### src/rtl/qwl_pkg.sv
// Package: shared widths and the sequencer state type for the quadword pair load.
// Assumes a 64-bit register width, 32 registers and a 16-byte scaled displacement.
package qwl_pkg;
    parameter int XLEN       = 64;
    parameter int RIDX_W     = 5;
    parameter int DISP_W     = 12;
    parameter int DISP_SHIFT = 4;

    typedef enum logic [2:0] {
        S_IDLE = 3'd0,
        S_ILL  = 3'd1,
        S_REQ  = 3'd2,
        S_RSP  = 3'd3,
        S_WB   = 3'd4
    } qwl_state_t;
endpackage

### src/rtl/qwl_ea_form.sv
// Module: effective-address adder and form check.
// Purely combinational. Index 0 in the base field selects a zero base.
// A form is bad when the target index is odd or equals the base index.
module qwl_ea_form #(
    parameter int XLEN       = 64,
    parameter int RIDX_W     = 5,
    parameter int DISP_W     = 12,
    parameter int DISP_SHIFT = 4
) (
    input  logic [RIDX_W-1:0] rt,
    input  logic [RIDX_W-1:0] ra,
    input  logic [DISP_W-1:0] disp,
    input  logic [XLEN-1:0]   base,
    output logic [XLEN-1:0]   ea,
    output logic              bad_form
);
    localparam int EXT_W = XLEN - DISP_W - DISP_SHIFT;

    logic [XLEN-1:0] base_term;
    logic [XLEN-1:0] offset;

    // Base select: index 0 reads as the constant zero.
    always_comb base_term = (ra == '0) ? '0 : base;

    // Scaled, sign-extended displacement.
    always_comb offset = {{EXT_W{disp[DISP_W-1]}}, disp, {DISP_SHIFT{1'b0}}};

    // Address sum, wrapping at the register width.
    always_comb ea = base_term + offset;

    // Invalid when the pair index is odd or overlaps the base index.
    always_comb bad_form = rt[0] | (rt == ra);
endmodule

### src/rtl/qwl_lane_swap.sv
// Module: splits a 128-bit response into the even and odd register values.
// Big-endian: the upper half goes to even and the lower half to odd.
// Little-endian: the halves are crossed and each is byte-reversed.
module qwl_lane_swap #(
    parameter int XLEN = 64
) (
    input  logic              le,
    input  logic [2*XLEN-1:0] line,
    output logic [XLEN-1:0]   even_q,
    output logic [XLEN-1:0]   odd_q
);
    localparam int NBYTES = XLEN / 8;

    logic [XLEN-1:0] hi_half;
    logic [XLEN-1:0] lo_half;
    logic [XLEN-1:0] hi_rev;
    logic [XLEN-1:0] lo_rev;

    // Half extraction.
    always_comb begin
        hi_half = line[2*XLEN-1:XLEN];
        lo_half = line[XLEN-1:0];
    end

    // Byte reversal network for both halves.
    for (genvar b = 0; b < NBYTES; b++) begin : g_rev
        assign hi_rev[8*b +: 8] = hi_half[8*(NBYTES-1-b) +: 8];
        assign lo_rev[8*b +: 8] = lo_half[8*(NBYTES-1-b) +: 8];
    end

    // Mode-dependent routing to the pair.
    always_comb begin
        if (le) begin
            even_q = lo_rev;
            odd_q  = hi_rev;
        end else begin
            even_q = hi_half;
            odd_q  = lo_half;
        end
    end
endmodule

### src/rtl/qwl_seq.sv
// Module: single-outstanding sequencer for the pair load.
// Accepts in IDLE. A bad form goes to one ILL cycle. A good form requests,
// waits for the response, then writes back for one cycle.
// Latches address, target, mode and response data on their handshakes.
module qwl_seq #(
    parameter int XLEN   = 64,
    parameter int RIDX_W = 5
) (
    input  logic              clk,
    input  logic              rst_n,
    input  logic              acc_valid,
    output logic              acc_ready,
    input  logic              bad_form,
    input  logic [XLEN-1:0]   ea_in,
    input  logic [RIDX_W-1:0] rt_in,
    input  logic              le_in,
    output logic              req_valid,
    input  logic              req_ready,
    output logic [XLEN-1:0]   req_addr,
    input  logic              rsp_valid,
    output logic              rsp_ready,
    input  logic [2*XLEN-1:0] rsp_data,
    output logic              wb_en,
    output logic              ill_pulse,
    output logic [RIDX_W-1:0] rt_q,
    output logic              le_q,
    output logic [2*XLEN-1:0] line_q
);
    import qwl_pkg::*;

    qwl_state_t state;
    logic [XLEN-1:0] ea_q;
    logic accept;

    // Handshake decode for the instruction side.
    always_comb accept = acc_valid && (state == S_IDLE);

    // State transitions.
    always_ff @(posedge clk) begin
        if (!rst_n) begin
            state <= S_IDLE;
        end else begin
            case (state)
                S_IDLE:  if (accept) state <= bad_form ? S_ILL : S_REQ;
                S_ILL:   state <= S_IDLE;
                S_REQ:   if (req_ready) state <= S_RSP;
                S_RSP:   if (rsp_valid) state <= S_WB;
                S_WB:    state <= S_IDLE;
                default: state <= S_IDLE;
            endcase
        end
    end

    // Capture the operation fields at acceptance.
    always_ff @(posedge clk) begin
        if (!rst_n) begin
            ea_q <= '0;
            rt_q <= '0;
            le_q <= 1'b0;
        end else if (accept) begin
            ea_q <= ea_in;
            rt_q <= rt_in;
            le_q <= le_in;
        end
    end

    // Capture the response word on its handshake.
    always_ff @(posedge clk) begin
        if (!rst_n) line_q <= '0;
        else if (state == S_RSP && rsp_valid) line_q <= rsp_data;
    end

    // Output decode from the state.
    always_comb begin
        acc_ready = (state == S_IDLE);
        req_valid = (state == S_REQ);
        rsp_ready = (state == S_RSP);
        wb_en     = (state == S_WB);
        ill_pulse = (state == S_ILL);
        req_addr  = ea_q;
    end

    // a stalled request keeps its valid and its address.
    p_req_hold_r11: assert property (@(posedge clk) disable iff (!rst_n)
        (req_valid && !req_ready) |=> (req_valid && $stable(req_addr)));

    // a writeback follows a response handshake.
    p_wb_after_rsp_r8: assert property (@(posedge clk) disable iff (!rst_n)
        wb_en |-> $past(rsp_valid && rsp_ready));

    // after acceptance the block is busy.
    p_busy_r9: assert property (@(posedge clk) disable iff (!rst_n)
        (acc_valid && acc_ready) |=> !acc_ready);

    // the illegal pulse lasts one cycle.
    p_ill_one_r4: assert property (@(posedge clk) disable iff (!rst_n)
        ill_pulse |=> !ill_pulse);

    // no request and no writeback during the illegal cycle.
    p_ill_quiet_r4: assert property (@(posedge clk) disable iff (!rst_n)
        ill_pulse |-> (!req_valid && !wb_en));
endmodule

### src/rtl/qw_pair_load.sv
// Module: quadword load into an even/odd register pair (top).
// Computes the effective address and checks the form, then issues one 16-byte read.
// The response is routed to two 64-bit writebacks according to the endian mode.
// Assumes memory returns byte EA in the top byte of the response word.
module qw_pair_load #(
    parameter int XLEN       = qwl_pkg::XLEN,
    parameter int RIDX_W     = qwl_pkg::RIDX_W,
    parameter int DISP_W     = qwl_pkg::DISP_W,
    parameter int DISP_SHIFT = qwl_pkg::DISP_SHIFT
) (
    input  logic                clk,
    input  logic                rst_n,
    input  logic                ins_valid,
    output logic                ins_ready,
    input  logic [RIDX_W-1:0]   ins_rt,
    input  logic [RIDX_W-1:0]   ins_ra,
    input  logic [DISP_W-1:0]   ins_disp,
    input  logic                le_mode,
    input  logic [XLEN-1:0]     base_val,
    output logic                mem_req_valid,
    input  logic                mem_req_ready,
    output logic [XLEN-1:0]     mem_req_addr,
    input  logic                mem_rsp_valid,
    output logic                mem_rsp_ready,
    input  logic [2*XLEN-1:0]   mem_rsp_data,
    output logic                wb_even_en,
    output logic [RIDX_W-1:0]   wb_even_idx,
    output logic [XLEN-1:0]     wb_even_data,
    output logic                wb_odd_en,
    output logic [RIDX_W-1:0]   wb_odd_idx,
    output logic [XLEN-1:0]     wb_odd_data,
    output logic                illegal
);
    logic [XLEN-1:0]   ea_w;
    logic              bad_w;
    logic              wb_en_w;
    logic [RIDX_W-1:0] rt_q;
    logic              le_q;
    logic [2*XLEN-1:0] line_q;

    qwl_ea_form #(
        .XLEN(XLEN), .RIDX_W(RIDX_W), .DISP_W(DISP_W), .DISP_SHIFT(DISP_SHIFT)
    ) u_ea (
        .rt(ins_rt), .ra(ins_ra), .disp(ins_disp), .base(base_val),
        .ea(ea_w), .bad_form(bad_w)
    );

    qwl_seq #(.XLEN(XLEN), .RIDX_W(RIDX_W)) u_seq (
        .clk(clk), .rst_n(rst_n),
        .acc_valid(ins_valid), .acc_ready(ins_ready),
        .bad_form(bad_w), .ea_in(ea_w), .rt_in(ins_rt), .le_in(le_mode),
        .req_valid(mem_req_valid), .req_ready(mem_req_ready), .req_addr(mem_req_addr),
        .rsp_valid(mem_rsp_valid), .rsp_ready(mem_rsp_ready), .rsp_data(mem_rsp_data),
        .wb_en(wb_en_w), .ill_pulse(illegal),
        .rt_q(rt_q), .le_q(le_q), .line_q(line_q)
    );

    qwl_lane_swap #(.XLEN(XLEN)) u_swap (
        .le(le_q), .line(line_q), .even_q(wb_even_data), .odd_q(wb_odd_data)
    );

    // Writeback enables and pair indices.
    always_comb begin
        wb_even_en  = wb_en_w;
        wb_odd_en   = wb_en_w;
        wb_even_idx = rt_q;
        wb_odd_idx  = {rt_q[RIDX_W-1:1], 1'b1};
    end

    // an overlapping target and base is followed by the illegal pulse.
    p_overlap_ill_r5: assert property (@(posedge clk) disable iff (!rst_n)
        (ins_valid && ins_ready && ins_rt == ins_ra) |=> illegal);

    // an odd target is followed by the illegal pulse.
    p_odd_ill_r4: assert property (@(posedge clk) disable iff (!rst_n)
        (ins_valid && ins_ready && ins_rt[0]) |=> (illegal && !mem_req_valid));

    // the two writeback enables are never split.
    p_wb_pair_r8: assert property (@(posedge clk) disable iff (!rst_n)
        wb_even_en |-> (wb_odd_en && !illegal && !mem_req_valid));
endmodule

### config.mk
export PLATFORM = sky130hd
export DESIGN_NAME = qw_pair_load
export DESIGN_NICKNAME = d
export VERILOG_FILES = /design/src/rtl/qwl_pkg.sv /design/src/rtl/qwl_ea_form.sv /design/src/rtl/qwl_lane_swap.sv /design/src/rtl/qwl_seq.sv /design/src/rtl/qw_pair_load.sv
export SDC_FILE = /design/constraint.sdc
export NUM_CORES = 1
export LEC_CHECK = 0
export ABC_AREA = 1
export BUFFER_PORTS_ARGS = -buffer_cell sky130_fd_sc_hd__clkbuf_2
export CAP_MARGIN = 15
export CELL_PAD_IN_SITES_DETAIL_PLACEMENT = 1
export CELL_PAD_IN_SITES_GLOBAL_PLACEMENT = 1
export CORE_MARGIN = 2
export CORE_UTILIZATION = 35
export CTS_CLUSTER_SIZE = 12
export DETAILED_ROUTE_END_ITERATION = 16
export PLACE_DENSITY = 0.79
export SYNTH_ARGS = -nofsm -noshare
export SYNTH_HDL_FRONTEND = slang
export SYNTH_SLANG_ARGS = --single-unit
### constraint.sdc
create_clock -name clk -period 3.7 [get_ports clk]
set_input_delay 0.37 -clock clk [delete_from_list [all_inputs] [get_ports clk]]
set_output_delay 0.37 -clock clk [all_outputs]
set_load 0.05 [all_outputs]
==> results_tabular.tex, run 1 <==
\begin{tabular}{lr}
\hline
Metric & Value \\
\hline
\multicolumn{2}{l}{\textbf{Setup path}} \\
R2r worst-path depth & 8 \\
Critical setup path kind & input port to flop \\
Kind of cell adding the most delay to the critical path & simple AND/OR/NAND/NOR gates \\
WP data arrival & 3.73 ns \\
Cell with the largest stage delay on the worst path & nand3\_2 \\
CP Launch Point & ins\_ra[2] \\
Crit-path most repeated cell & nand2\_1 \\
Crit path max fanout & 27 \\
Crit path launch type & input port \\
End of the worst register-to-register path & u\_seq.req\_addr[33] \\
Required time of the critical path & 4.12 ns \\
Kind of end point of the critical path & flop \\
Reg2Reg Setup Slack & 1.39 ns \\
Number of buffer and inverter stages on the critical path & 4 \\
Critical Path Max Stage Delay & 0.47 ns \\
Cell breakdown of the critical path & clkbuf\_2, nor2\_1, nand3\_2, buf\_12, nand2\_1, inv\_1, ha\_1, nand2\_1, nor2\_1, nand2\_1, nor4\_2, nand3\_1, nand3\_1, nand3\_1, nand2\_1, inv\_1 \\
Beginning of the worst register-to-register path & u\_seq.state[2] \\
\multicolumn{2}{l}{\textbf{Floorplan}} \\
FP Rows & 74 \\
Die ar. & 42500 um\^{}2 \\
Area of the core & 40600 um\^{}2 \\
Ports & 428 \\
Die height & roughly 210 um \\
Initial core utilization & 35.3\% \\
Die width & about 210 um \\
\multicolumn{2}{l}{\textbf{STA}} \\
Tmin final & 3.31 ns \\
Transition time of the tightest slew-check pin & 0.862 ns \\
Maximum clock rate & 0.302 GHz \\
Final Max Tran Viols & 0 \\
Final cycle utilization of the critical path & 89.4\% \\
Setup-violating endpoint count in the final report & 0 \\
Post-route setup slack & 0.392 ns \\
Unrepaired setup endpoints after global routing & false \\
Rel. slew slack & 42.5\% \\
Count of final hold-check violations & 0 \\
Clk\_skew & 0.0134 ns \\
Final total negative setup slack & 0 ns \\
\multicolumn{2}{l}{\textbf{Logic synthesis}} \\
Count of warnings emitted by yosys & 0 \\
Most frequent cell after synthesis & nand2\_1 \\
Post-synth net total & 2721 \\
Sequential area share after synthesis & 28.1\% \\
Mapped Area & 14300 um\^{}2 \\
Mean Syn Cell Area & 5.86 um\^{}2 \\
Largest area contributor in the netlist & dfxtp\_1 \\
Count of unique library cells instantiated by Yosys & 43 \\
Post-synthesis instance total & 2441 \\
Primary flip-flop cell chosen by synthesis mapping & dfxtp\_1 \\
Portion of synthesized cell area occupied by the leading cell type & between 20 and 30\% \\
Share of flip-flops with an asynchronous set or reset after synthesis & 0\% \\
Cell types with the highest counts after synthesis & 734 x nand2\_1, 495 x inv\_1, 272 x o21ai\_0, 201 x dfxtp\_1, 185 x a21oi\_1 \\
Post-synth EDFFs & 0 \\
Largest cells by area after synthesis & dfxtp\_1 28\%, nand2\_1 19\%, inv\_1 13\% \\
Yosys reg bits & 201 \\
\multicolumn{2}{l}{\textbf{Route}} \\
Detailed Route Iter0 Violations & approximately 900 \\
Total DRC errors in the routed layout & 0 \\
Via count & 16.8k \\
DRT Wirelength & 61.4 mm \\
Antenna viol nets, final & 0 \\
Number of iterations in the first detailed-routing pass & 5 \\
Ratio of routed vias to standard cells & 4.98 \\
Detailed-route wire length per cell & 18.3 um \\
\multicolumn{2}{l}{\textbf{Finish}} \\
Proportion of layout cells with a drive suffix above 1 & 18.3\% \\
Total non-filler cell area in the finished layout & 17700 um\^{}2 \\
N\_diodes & 0 \\
Synth-to-Final Area Change & 23.9\% \\
Final \#Nets & 3094 \\
Count of fill cells added during filler insertion & roughly 5.7k \\
\multicolumn{2}{l}{\textbf{CTS}} \\
Inserted Clock Buffers & 25 \\
TritonCTS clock tree & yes \\
Number of post-CTS setup repair buffers & 0 \\
Number of H-tree branching levels & 1 \\
Insertion delay to the later sink of the worst-skew pair & 0.53 ns \\
CTS sink cnt & 201 \\
Maximum clock path buffer count & 3 \\
Hold-fix buffers, CTS & 0 \\
Clock transition at the registers of the reported paths & about 0.06 ns \\
Resized cells post-CTS & 0 \\
Root Buffer & clkbuf\_16 \\
\multicolumn{2}{l}{\textbf{Placement}} \\
\# port buffers & 426 \\
Cell area reported after detailed placement & 16900 um\^{}2 \\
Setup WS pre-CTS & -0.182 ns \\
Sum of net half-perimeters after detailed placement & 50.5 mm \\
Final Wtd Congestion & around 0.98 \\
\multicolumn{2}{l}{\textbf{Worst hold path}} \\
Hold path cells & 3 \\
Startpoint of the most critical hold path & le\_mode \\
Worst hold path endpoint & u\_seq.le\_q \\
Worst min path class & input port to flop \\
\multicolumn{2}{l}{\textbf{Global routing}} \\
Pin count of the biggest net entering global routing & 94 \\
Global-route usage over all layers & roughly 28\% \\
Global-route wire length before repair & slightly above 90 mm \\
Leftover overflow at the end of global routing & 0 \\
Via count of the first global-routing pass & 16.8k \\
Initial antenna violation count & 3 \\
\multicolumn{2}{l}{\textbf{Power}} \\
Power density of the placed cells & 462 nW/um\^{}2 \\
Maximum vdd drop & 0.303 mV \\
Leakage power summed over all cells & 9.65 nW \\
\multicolumn{2}{l}{\textbf{Job}} \\
Max\_cap viols & 0 \\
\multicolumn{2}{l}{\textbf{Status}} \\
Run status & completed \\
\hline
\end{tabular}
cells by family after synthesis:
kind of cell,share of synthesized area (%)
adder cells (fa/ha/maj),5.30
buffers and inverters,16.4
XOR/XNOR,1.59
flip-flops,28.1
other,0.0262
AND/OR/NAND/NOR,28.0
AO/OA/AOI/OAI,20.6
worst min-delay path, delay by kind of cell:
family                 cells  cell delay, ns
buffers and inverters      1            0.08
and+or+nand+nor            2            0.11
placed cells by master (no fill, tap or decap), drive strengths merged, types with 5 or more instances in the layout:
| master | instances |
|---|---|
| nor4 | 5 |
| o21bai | 29 |
| o211ai | 5 |
| nand3 | 84 |
| dfxtp | 201 |
| inv | 502 |
| xnor2 | 5 |
| nand2 | 735 |
| nor2 | 142 |
| buf | 25 |
| o21ai | 297 |
| nand4 | 10 |
| a21oi | 185 |
| clkbuf | 465 |
| ha | 59 |
| nor3 | 14 |
| o21a | 26 |
| xor2 | 21 |
metrics by stage:
step | utilization (%) | hold slack (ns) | cells | power [W]
after floorplan | - | 0.439 | 2441 | 0.00480
after global placement | 41.7 | 0.446 | 3319 | 0.00574
after detailed placement | 41.7 | 0.459 | 3319 | 0.00581
after CTS | 43.7 | 0.0413 | 3364 | 0.00825
after global routing | 43.7 | 0.0478 | 3364 | 0.00864
final | 43.7 | 0.0611 | 3364 | 0.00820
flip-flops by register name, summed over array words and instances, names as in the netlist:
signal,cells
u_seq.rt_q,5
u_seq.state,3
u_seq.line_q,128
u_seq.req_addr,64
u_seq.le_q,1
power by group:
part	internal, W	switching [W]
sequential	0.00240	0.000187
combinational	0.000817	0.00238
clock	0.00144	0.000972
total	0.00466	0.00354
worst max path at each step:
stage	endpoint	slack, ns	depth (start not counted)
floorplan	u_seq.req_addr[56]	0.93	19
finish	u_seq.req_addr[56]	0.39	16
CTS	u_seq.req_addr[56]	0.36	16
global placement	u_seq.req_addr[56]	-0.12	16
global route	u_seq.req_addr[56]	0.15	16
detailed placement	u_seq.req_addr[56]	-0.18	16
routing by layer:
layer	GRT usage (%)	up-vias	share of wire (%)
met2	49.1	398	48
met4	10.4	6	3.8
met5	0	-	0.067
met1	33.5	7965	42
met3	4.35	105	5.6
li1	-	8277	-
cell type report:
cell class	instances	area [um^2]	share of cell area [%]
Multi-Input combinational cell	1636	7960	44.9
Sequential cell	201	4030	22.7
Timing Repair Buffer	450	2400	13.5
Inverter	500	1880	10.6
Clock buffer	40	742	4.18
Tap cell	532	666	3.75
Clock inverter	5	61.3	0.346
Note: power is estimated with default switching activity, not from simulation.
==> inputs of run 2 (changes only) <==
- ABC_AREA: 1 -> default
- CORE_UTILIZATION: 35 -> 37
- PLACE_DENSITY: 0.79 -> 0.8
==> run 2 against run 1 <==
Against the previous run: sequential share of layout area grew 0.54 points; synthesized area shrank 11%; register-to-register slack gained 0.02 ns; cell area shrank 2.3%; cell count shrank 21%; non-clock buffer count grew 179; sequential cell count is the same; combinational power shrank 26%; global-route usage grew 1.4 points; first-iteration DRC count shrank 33%; worst setup slack lost 0.28 ns; critical path type unchanged; largest cell class unchanged; highest routed layer is now met4.
==> results_tabular.tex, run 2 <==
\begin{tabular}{lr}
\hline
Metric & Value \\
\hline
\multicolumn{2}{l}{\textbf{Setup path}} \\
Kind of end point of the critical path & flop \\
Cell with the largest stage delay on the worst path & or4\_4 \\
Crit path launch type & input port \\
Critical Path Max Stage Delay & 0.58 ns (+0.11 ns) \\
Required time of the critical path & 4.15 ns (+0.03 ns) \\
Beginning of the worst register-to-register path & u\_seq.state[2] \\
Reg2Reg Setup Slack & 1.41 ns (+0.02 ns) \\
Crit-path most repeated cell & buf\_4 \\
WP data arrival & 4.04 ns (+0.31 ns) \\
End of the worst register-to-register path & u\_seq.line\_q[64] \\
Crit path max fanout & 43 (+59\%) \\
R2r worst-path depth & 5 (-3) \\
Cell breakdown of the critical path & clkbuf\_2, or4\_4, nor2\_4, buf\_12, nor2b\_1, ha\_1, buf\_4, a211oi\_1, o211ai\_1, a21boi\_1, o21ai\_0, a21oi\_1, buf\_4, a2111oi\_2, or2\_2, a211o\_1, o211ai\_2 \\
Critical setup path kind & input port to flop \\
\multicolumn{2}{l}{\textbf{Power}} \\
Switching component of the power & 0.00258 W (-27\%) \\
Total design power & 0.00708 W (-14\%) \\
Clock share of power & 32.6\% (+3.2 points) \\
Switching part of the total power & 36.4\% (-6.7 points) \\
Power density of the placed cells & 409 nW/um\^{}2 (-12\%) \\
Maximum vdd drop & 0.321 mV (+6.2\%) \\
Part of the power in registers & 33.9\% (+2.3 points) \\
Design internal power & 0.00450 W (-3.3\%) \\
Leakage power summed over all cells & 7.85 nW (-19\%) \\
Part of the power in combinational logic & 33.5\% (-5.5 points) \\
\multicolumn{2}{l}{\textbf{Logic synthesis}} \\
Post-synthesis instance total & 1645 (-33\%) \\
Sequential area share after synthesis & 31.8\% (+3.6 points) \\
Portion of synthesized cell area occupied by the leading cell type & 31.8\% (+3.6 points) \\
Share of flip-flops with an asynchronous set or reset after synthesis & 0\% (unchanged) \\
Mapped Area & 12700 um\^{}2 (-11\%) \\
Cell types with the highest counts after synthesis & 382 x nand2\_1, 243 x a21oi\_1, 201 x dfxtp\_1, 128 x mux2\_2, 92 x clkbuf\_1 \\
Most frequent cell after synthesis & nand2\_1 \\
Share of synthesized cell area in and, or, nand and nor gates & 22.8\% (-5.2 points) \\
Post-synthesis mux area share & 11.6\% (+12 points) \\
Primary flip-flop cell chosen by synthesis mapping & dfxtp\_1 \\
Mean Syn Cell Area & 7.70 um\^{}2 (+31\%) \\
Count of warnings emitted by yosys & 0 (unchanged) \\
Largest cells by area after synthesis & dfxtp\_1 32\%, mux2\_2 11\%, nand2\_1 11\% \\
Yosys reg bits & 201 (unchanged) \\
Share of the synthesized area in compound gates (AO/OA/AOI/OAI) & 20.7\% (+0.11 points) \\
Post-synth net total & 1925 (-29\%) \\
Adder-cell share of the synthesized area & 5.98\% (+0.68 points) \\
Xor and xnor fraction of the mapped netlist area & 2.76\% (+1.2 points) \\
Post-synth EDFFs & 0 (unchanged) \\
Largest family of logic cells by synthesized area & simple AND/OR/NAND/NOR gates \\
Count of unique library cells instantiated by Yosys & 77 (+79\%) \\
Largest area contributor in the netlist & dfxtp\_1 \\
\multicolumn{2}{l}{\textbf{Route}} \\
Total DRC errors in the routed layout & 0 (unchanged) \\
Detailed-route wire length per cell & 20.4 um (+12\%) \\
Detailed Route Iter0 Violations & 596 (-33\%) \\
DRT Wirelength & 54.0 mm (-12\%) \\
Via count & 14.4k (-14\%) \\
Number of iterations in the first detailed-routing pass & 4 (-1) \\
Ratio of routed vias to standard cells & 5.45 (+9.4\%) \\
Antenna viol nets, final & 0 (unchanged) \\
\multicolumn{2}{l}{\textbf{Status}} \\
Run status & completed \\
\multicolumn{2}{l}{\textbf{Global routing}} \\
Global-route usage over all layers & 29.1\% (+1.4 points) \\
Global-route wire length before repair & 83.7 mm (-9.0\%) \\
Initial antenna violation count & 3 (unchanged) \\
Pin count of the biggest net entering global routing & 109 (+16\%) \\
Leftover overflow at the end of global routing & 0 (unchanged) \\
Via count of the first global-routing pass & 15.3k (-8.8\%) \\
\multicolumn{2}{l}{\textbf{Floorplan}} \\
Die ar. & 35700 um\^{}2 (-16\%) \\
FP Rows & 67 (-9.5\%) \\
Area of the core & 33600 um\^{}2 (-17\%) \\
Die width & 189 um (-8.3\%) \\
Die height & 189 um (-8.3\%) \\
Initial core utilization & 37.7\% (+2.4 points) \\
Ports & 428 (unchanged) \\
\multicolumn{2}{l}{\textbf{Finish}} \\
Proportion of layout cells with a drive suffix above 1 & 37.8\% (+20 points) \\
Total area of multi-input combinational cells & 8170 um\^{}2 (+2.7\%) \\
Number of flip-flops in the largest register & 128 (unchanged) \\
Synth-to-Final Area Change & 36.7\% \\
Total non-filler cell area in the finished layout & 17300 um\^{}2 (-2.3\%) \\
Commonest cells after routing, fill and taps aside & 426 x clkbuf\_2, 381 x nand2\_1, 240 x a21oi\_1 \\
Final core utilization & 51.5\% (+7.8 points) \\
Most common cell after layout, fill and taps aside & clkbuf\_2 \\
Final \#Nets & 2464 (-20\%) \\
Sequential standard cell area & 4030 um\^{}2 (unchanged) \\
Most flop-heavy register & u\_seq.line\_q \\
Count of fill cells added during filler insertion & 4338 (-23\%) \\
\multicolumn{2}{l}{\textbf{CTS}} \\
Clock transition at the registers of the reported paths & 0.06 ns (about the same) \\
Number of H-tree branching levels & 1 (unchanged) \\
Insertion delay to the later sink of the worst-skew pair & 0.53 ns (about the same) \\
Number of post-CTS setup repair buffers & 0 (unchanged) \\
Maximum clock path buffer count & 3 (unchanged) \\
Root Buffer & clkbuf\_16 \\
Hold-fix buffers, CTS & 0 (unchanged) \\
CTS sink cnt & 201 (unchanged) \\
TritonCTS clock tree & yes \\
Inserted Clock Buffers & 24 (-4.0\%) \\
\multicolumn{2}{l}{\textbf{Worst hold path}} \\
Startpoint of the most critical hold path & mem\_rsp\_data[111] \\
Worst min path class & input port to flop \\
Worst hold path endpoint & u\_seq.line\_q[111] \\
Hold path cells & 3 (unchanged) \\
\multicolumn{2}{l}{\textbf{STA}} \\
Tmin final & 3.58 ns (+0.276 ns) \\
Unrepaired setup endpoints after global routing & false \\
Maximum clock rate & 0.279 GHz (-7.7\%) \\
Rel. slew slack & 39.5\% (-3.0 points) \\
Count of final hold-check violations & 0 (unchanged) \\
Transition time of the tightest slew-check pin & 0.907 ns (+0.0451 ns) \\
Clk\_skew & 0.0248 ns (+0.0114 ns) \\
Final Max Tran Viols & 0 (unchanged) \\
Final cycle utilization of the critical path & 96.9\% (+7.5 points) \\
Final total negative setup slack & 0 ns (unchanged) \\
Setup-violating endpoint count in the final report & 0 (unchanged) \\
\multicolumn{2}{l}{\textbf{Placement}} \\
\# port buffers & 426 (unchanged) \\
Sum of net half-perimeters after detailed placement & 41.7 mm (-17\%) \\
Cell area reported after detailed placement & 16500 um\^{}2 (-2.5\%) \\
Final Wtd Congestion & 0.921 (-6.2\%) \\
\multicolumn{2}{l}{\textbf{Job}} \\
Max\_cap viols & 0 (unchanged) \\
\hline
\end{tabular}
-- run 2: cell types whose count changed after synthesis, sizes merged, moves of 64 or more --
cell   change
o21ai    -248
nor2      -77
nor2b     +64
nand2    -352
inv      -482
mux2     +128
-- run 2: worst max-delay path by stage --
stage / start / end / slack (ns) / depth (start not counted)
2_1_floorplan: ins_ra[1] / u_seq.req_addr[54] / 0.02 / 15
3_3_place_gp: ins_ra[1] / u_seq.req_addr[60] / -0.38 / 15
3_5_place_dp: ins_ra[1] / u_seq.req_addr[63] / -0.53 / 17
4_1_cts: ins_ra[1] / u_seq.req_addr[60] / 0.03 / 15
5_1_grt: ins_ra[1] / u_seq.req_addr[60] / 0.007 / 15
6_report: ins_ra[1] / u_seq.req_addr[54] / 0.12 / 17
-- run 2: area by class of cell --
type / count / area share [%]
clock inverters: 6 / 0.224
inverters: 18 / 0.419
well taps: 448 / 3.24
diodes: 3 / 0.0433
flip-flops and latches: 201 / 23.3
repair buffers: 629 / 21.5
multi-input cells: 1310 / 47.2
clock buffers: 35 / 4.18
-- run 2: repair_timing --
item                       CTS  global route
setup endpoints to repair    0            27
resized for setup            0            10
hold endpoints to repair     0             0
-- run 2: cells by family (layout without fill, tap and decap cells) --
| group | after synthesis | count (layout) |
|---|---|---|
| fa+ha+maj | 60 | 60 |
| compound gates | 430 | 430 |
| buf+inv | 134 | 688 |
| xor+xnor | 40 | 40 |
| mux | 131 | 131 |
| simple gates | 648 | 648 |
| other cells | 1 | 4 |
| flops | 201 | 201 |
-- run 2: worst max-delay path: cells and delay by family --
| family | cells | cell delay [ns] |
|---|---|---|
| adders and majority gates | 1 | 0.33 |
| AOI/OAI and AO/OA | 8 | 1.44 |
| buffers and inverters | 4 | 0.64 |
| and+or+nand+nor | 4 | 1.21 |
-- run 2: metrics by stage --
stage                     setup WS (ns)  hold WS [ns]  cells
final                             0.116        0.0657   2650
after global routing            0.00701        0.0539   2650
after CTS                        0.0261        0.0419   2647
after detailed placement         -0.533         0.447   2606
after global placement           -0.381         0.439   2606
after floorplan                  0.0177         0.443   1645
-- run 2: per-layer routing --
metal | up-vias | share of wire, % | track usage, %
met5 | - | 0 | 0
met4 | 0 | 5.0 | 13.5
met3 | 123 | 5.6 | 5.00
met2 | 411 | 50 | 52.7
met1 | 7072 | 40 | 33.1
li1 | 6828 | - | -
-- run 2: power groups by stage --
| stage | sequential [W] | clock, W | combinational, W |
|---|---|---|---|
| 2_1_floorplan | 0.00273 | 0 | 0.00115 |
| 3_3_place_gp | 0.00244 | 0 | 0.00228 |
| 3_5_place_dp | 0.00244 | 0 | 0.00234 |
| 4_1_cts | 0.00240 | 0.00235 | 0.00236 |
| 5_1_grt | 0.00242 | 0.00244 | 0.00254 |
| 6_report | 0.00240 | 0.00231 | 0.00237 |
==> inputs of run 3 (changes only) <==
- CORE_MARGIN: 2 -> default
- PLACE_DENSITY: 0.8 -> 0.84
==> run 3 against run 2 <==
Against the previous run: critical path depth did not move; largest cell class unchanged; clock skew fell by 0.012 ns; cell area rose by 0.48%; register-to-register slack got worse by 0.33 ns; maximum frequency fell by 1.1%; utilization rose by 0.25 points; power rose by 3.8%.
==> results_tabular.tex, run 3 (synthesis gave the netlist of run 2 again) <==
\begin{tabular}{lr}
\hline
Metric & Value \\
\hline
\multicolumn{2}{l}{\textbf{Status}} \\
Run status & completed \\
\multicolumn{2}{l}{\textbf{Finish}} \\
Synth-to-Final Area Change & 37.3\% \\
Most flop-heavy register & u\_seq.line\_q \\
Final \#Nets & 2464 (unchanged) \\
Total area of multi-input combinational cells & 8170 um\^{}2 (about the same) \\
Proportion of layout cells with a drive suffix above 1 & 37.6\% (-0.16 points) \\
Most common cell after layout, fill and taps aside & clkbuf\_2 \\
Commonest cells after routing, fill and taps aside & 426 x clkbuf\_2, 381 x nand2\_1, 242 x a21oi\_1 \\
Number of flip-flops in the largest register & 128 (unchanged) \\
Count of fill cells added during filler insertion & 4242 (-2.2\%) \\
Sequential standard cell area & 4030 um\^{}2 (unchanged) \\
\multicolumn{2}{l}{\textbf{STA}} \\
Count of final hold-check violations & 0 (unchanged) \\
Tmin final & 3.62 ns (+0.0405 ns) \\
Final Max Tran Viols & 0 (unchanged) \\
Hold WS & 0.0464 ns (-0.0194 ns) \\
Final total negative setup slack & 0 ns (unchanged) \\
Final cycle utilization of the critical path & 98.0\% (+1.1 points) \\
Maximum clock rate & 0.276 GHz (-1.1\%) \\
Transition time of the tightest slew-check pin & 0.777 ns (-0.131 ns) \\
Clk\_skew & 0.0128 ns (-0.0119 ns) \\
Setup-violating endpoint count in the final report & 0 (unchanged) \\
Post-route setup slack & 0.0754 ns (-0.0405 ns) \\
Rel. slew slack & 48.2\% (+8.7 points) \\
\multicolumn{2}{l}{\textbf{Global routing}} \\
Via count of the first global-routing pass & 15.5k (+1.5\%) \\
Initial antenna violation count & 1 (-2) \\
Global-route wire length before repair & 86.0 mm (+2.7\%) \\
Leftover overflow at the end of global routing & 0 (unchanged) \\
Global-route usage over all layers & 30.6\% (+1.5 points) \\
Pin count of the biggest net entering global routing & 83 (-24\%) \\
\multicolumn{2}{l}{\textbf{Placement}} \\
Setup WS pre-CTS & -0.479 ns (+0.0541 ns) \\
Sum of net half-perimeters after detailed placement & 41.7 mm (about the same) \\
\# port buffers & 426 (unchanged) \\
Final Wtd Congestion & 0.919 (-0.20\%) \\
\multicolumn{2}{l}{\textbf{Job}} \\
Max\_cap viols & 0 (unchanged) \\
\multicolumn{2}{l}{\textbf{Setup path}} \\
Crit-path most repeated cell & o21ai\_2 \\
Crit path max fanout & 18 (-58\%) \\
Critical Path Max Stage Delay & 0.59 ns (about the same) \\
Kind of cell adding the most delay to the critical path & compound AO/OA/AOI/OAI gates \\
Reg2Reg Setup Slack & 1.08 ns (-0.33 ns) \\
Cell with the largest stage delay on the worst path & or4\_4 \\
Beginning of the worst register-to-register path & u\_seq.state[1] \\
Critical setup path kind & input port to flop \\
Number of buffer and inverter stages on the critical path & 5 (+1) \\
Required time of the critical path & 4.17 ns (+0.02 ns) \\
Crit path launch type & input port \\
Kind of end point of the critical path & flop \\
End of the worst register-to-register path & u\_seq.req\_addr[0] \\
R2r worst-path depth & 6 (+1) \\
Cell breakdown of the critical path & clkbuf\_2, or4\_4, nor2\_4, buf\_12, clkbuf\_16, nor2b\_1, ha\_1, buf\_4, a21oi\_1, o21ai\_2, a221oi\_1, inv\_1, o21ai\_2, a2111oi\_2, or2\_2, a211o\_1, o211ai\_2 \\
WP data arrival & 4.09 ns (+0.05 ns) \\
\multicolumn{2}{l}{\textbf{CTS}} \\
TritonCTS clock tree & yes \\
Insertion delay to the later sink of the worst-skew pair & 0.55 ns (+0.02 ns) \\
CTS sink cnt & 201 (unchanged) \\
Maximum clock path buffer count & 3 (unchanged) \\
Root Buffer & clkbuf\_16 \\
Clock transition at the registers of the reported paths & 0.06 ns (about the same) \\
Inserted Clock Buffers & 26 (+8.3\%) \\
Number of H-tree branching levels & 1 (unchanged) \\
\multicolumn{2}{l}{\textbf{Power}} \\
Power density of the placed cells & 423 nW/um\^{}2 (+3.3\%) \\
Switching part of the total power & 35.9\% (-0.53 points) \\
Design internal power & 0.00471 W (+4.7\%) \\
Part of the power in registers & 32.8\% (-1.1 points) \\
Switching component of the power & 0.00264 W (+2.3\%) \\
Maximum vdd drop & 0.340 mV (+5.7\%) \\
Clock share of power & 35.1\% (+2.5 points) \\
Leakage power summed over all cells & 7.89 nW (+0.47\%) \\
Part of the power in combinational logic & 32.1\% (-1.4 points) \\
\multicolumn{2}{l}{\textbf{Route}} \\
Antenna viol nets, final & 0 (unchanged) \\
Total DRC errors in the routed layout & 0 (unchanged) \\
Ratio of routed vias to standard cells & 5.51 (+1.2\%) \\
Via count & 14.6k (+1.1\%) \\
Number of iterations in the first detailed-routing pass & 5 (+1) \\
Detailed Route Iter0 Violations & 750 (+26\%) \\
Detailed-route wire length per cell & 21.1 um (+3.6\%) \\
DRT Wirelength & 55.9 mm (+3.5\%) \\
\multicolumn{2}{l}{\textbf{Worst hold path}} \\
Worst hold path endpoint & u\_seq.line\_q[72] \\
Startpoint of the most critical hold path & mem\_rsp\_data[72] \\
Hold path cells & 3 (unchanged) \\
Worst min path class & input port to flop \\
\multicolumn{2}{l}{\textbf{Floorplan}} \\
Die width & 187 um (-1.1\%) \\
Ports & 428 (unchanged) \\
Initial core utilization & 37.7\% (unchanged) \\
Die height & 187 um (-1.1\%) \\
Area of the core & 33600 um\^{}2 (unchanged) \\
Die ar. & 35000 um\^{}2 (-2.1\%) \\
FP Rows & 67 (unchanged) \\
\hline
\end{tabular}
-- run 3: cell types whose count changed in the layout (fill, tap and decap cells not counted), sizes merged --
cell	previous run	this run
diode	3	1
clkinvlp	2	1
buf	203	200
bufinv	0	3
-- run 3: tightest hold or removal path: cells and delay by family --
| family | cells | cell delay (ns) |
|---|---|---|
| buffers and inverters | 1 | 0.08 |
| AOI/OAI and AO/OA | 1 | 0.05 |
| and+or+nand+nor | 1 | 0.04 |
-- run 3: cell type report --
type	count	share of cell area, %
multi-input combinational	1310	46.9
antenna	1	0.0144
tap	448	3.22
sequential	201	23.1
inverter	18	0.417
clock inverter	8	0.741
clock buffer	34	4.15
timing repair buffer	627	21.4
-- run 3: worst max path at each step --
stage	from	to	slack (ns)	depth (start not counted)
floorplan	ins_ra[1]	u_seq.req_addr[54]	0.02	15
global placement	ins_ra[1]	u_seq.req_addr[60]	-0.39	15
detailed placement	ins_ra[1]	u_seq.req_addr[54]	-0.48	15
CTS	ins_ra[1]	u_seq.req_addr[58]	0.06	15
global route	ins_ra[1]	u_seq.req_addr[54]	-0.03	17
finish	ins_ra[1]	u_seq.req_addr[54]	0.08	17
-- run 3: routing by layer --
metal  vias up  GRT usage, %  routed length (um)
li1       6827             -                   -
met1      7100          34.6               21800
met4         0          15.6                3260
met3       154          5.01                3280
met5         -             0                   0
met2       513          55.0               27600
-- run 3: per-stage QoR --
stage                     total power (W)  std cells  util [%]  cell area, um^2
after floorplan                   0.00388       1645         -            12700
after global placement            0.00469       2601      48.9            16500
after detailed placement          0.00476       2601      48.9            16500
after CTS                         0.00738       2643      51.5            17300
after global routing              0.00765       2647      51.8            17400
final                             0.00735       2647      51.8            17400
-- run 3: repair_timing --
item                       CTS  global route
setup buffers                0             2
setup endpoints to repair    0            19
hold buffers                 0             0
gates resized for setup      0             8
-- run 3: power groups by stage --
stage	Combinational, W	Clock (W)	Sequential (W)
floorplan	0.00115	0	0.00273
global placement	0.00224	0	0.00244
detailed placement	0.00231	0	0.00245
CTS	0.00234	0.00263	0.00241
global route	0.00252	0.00271	0.00242
finish	0.00236	0.00258	0.00241
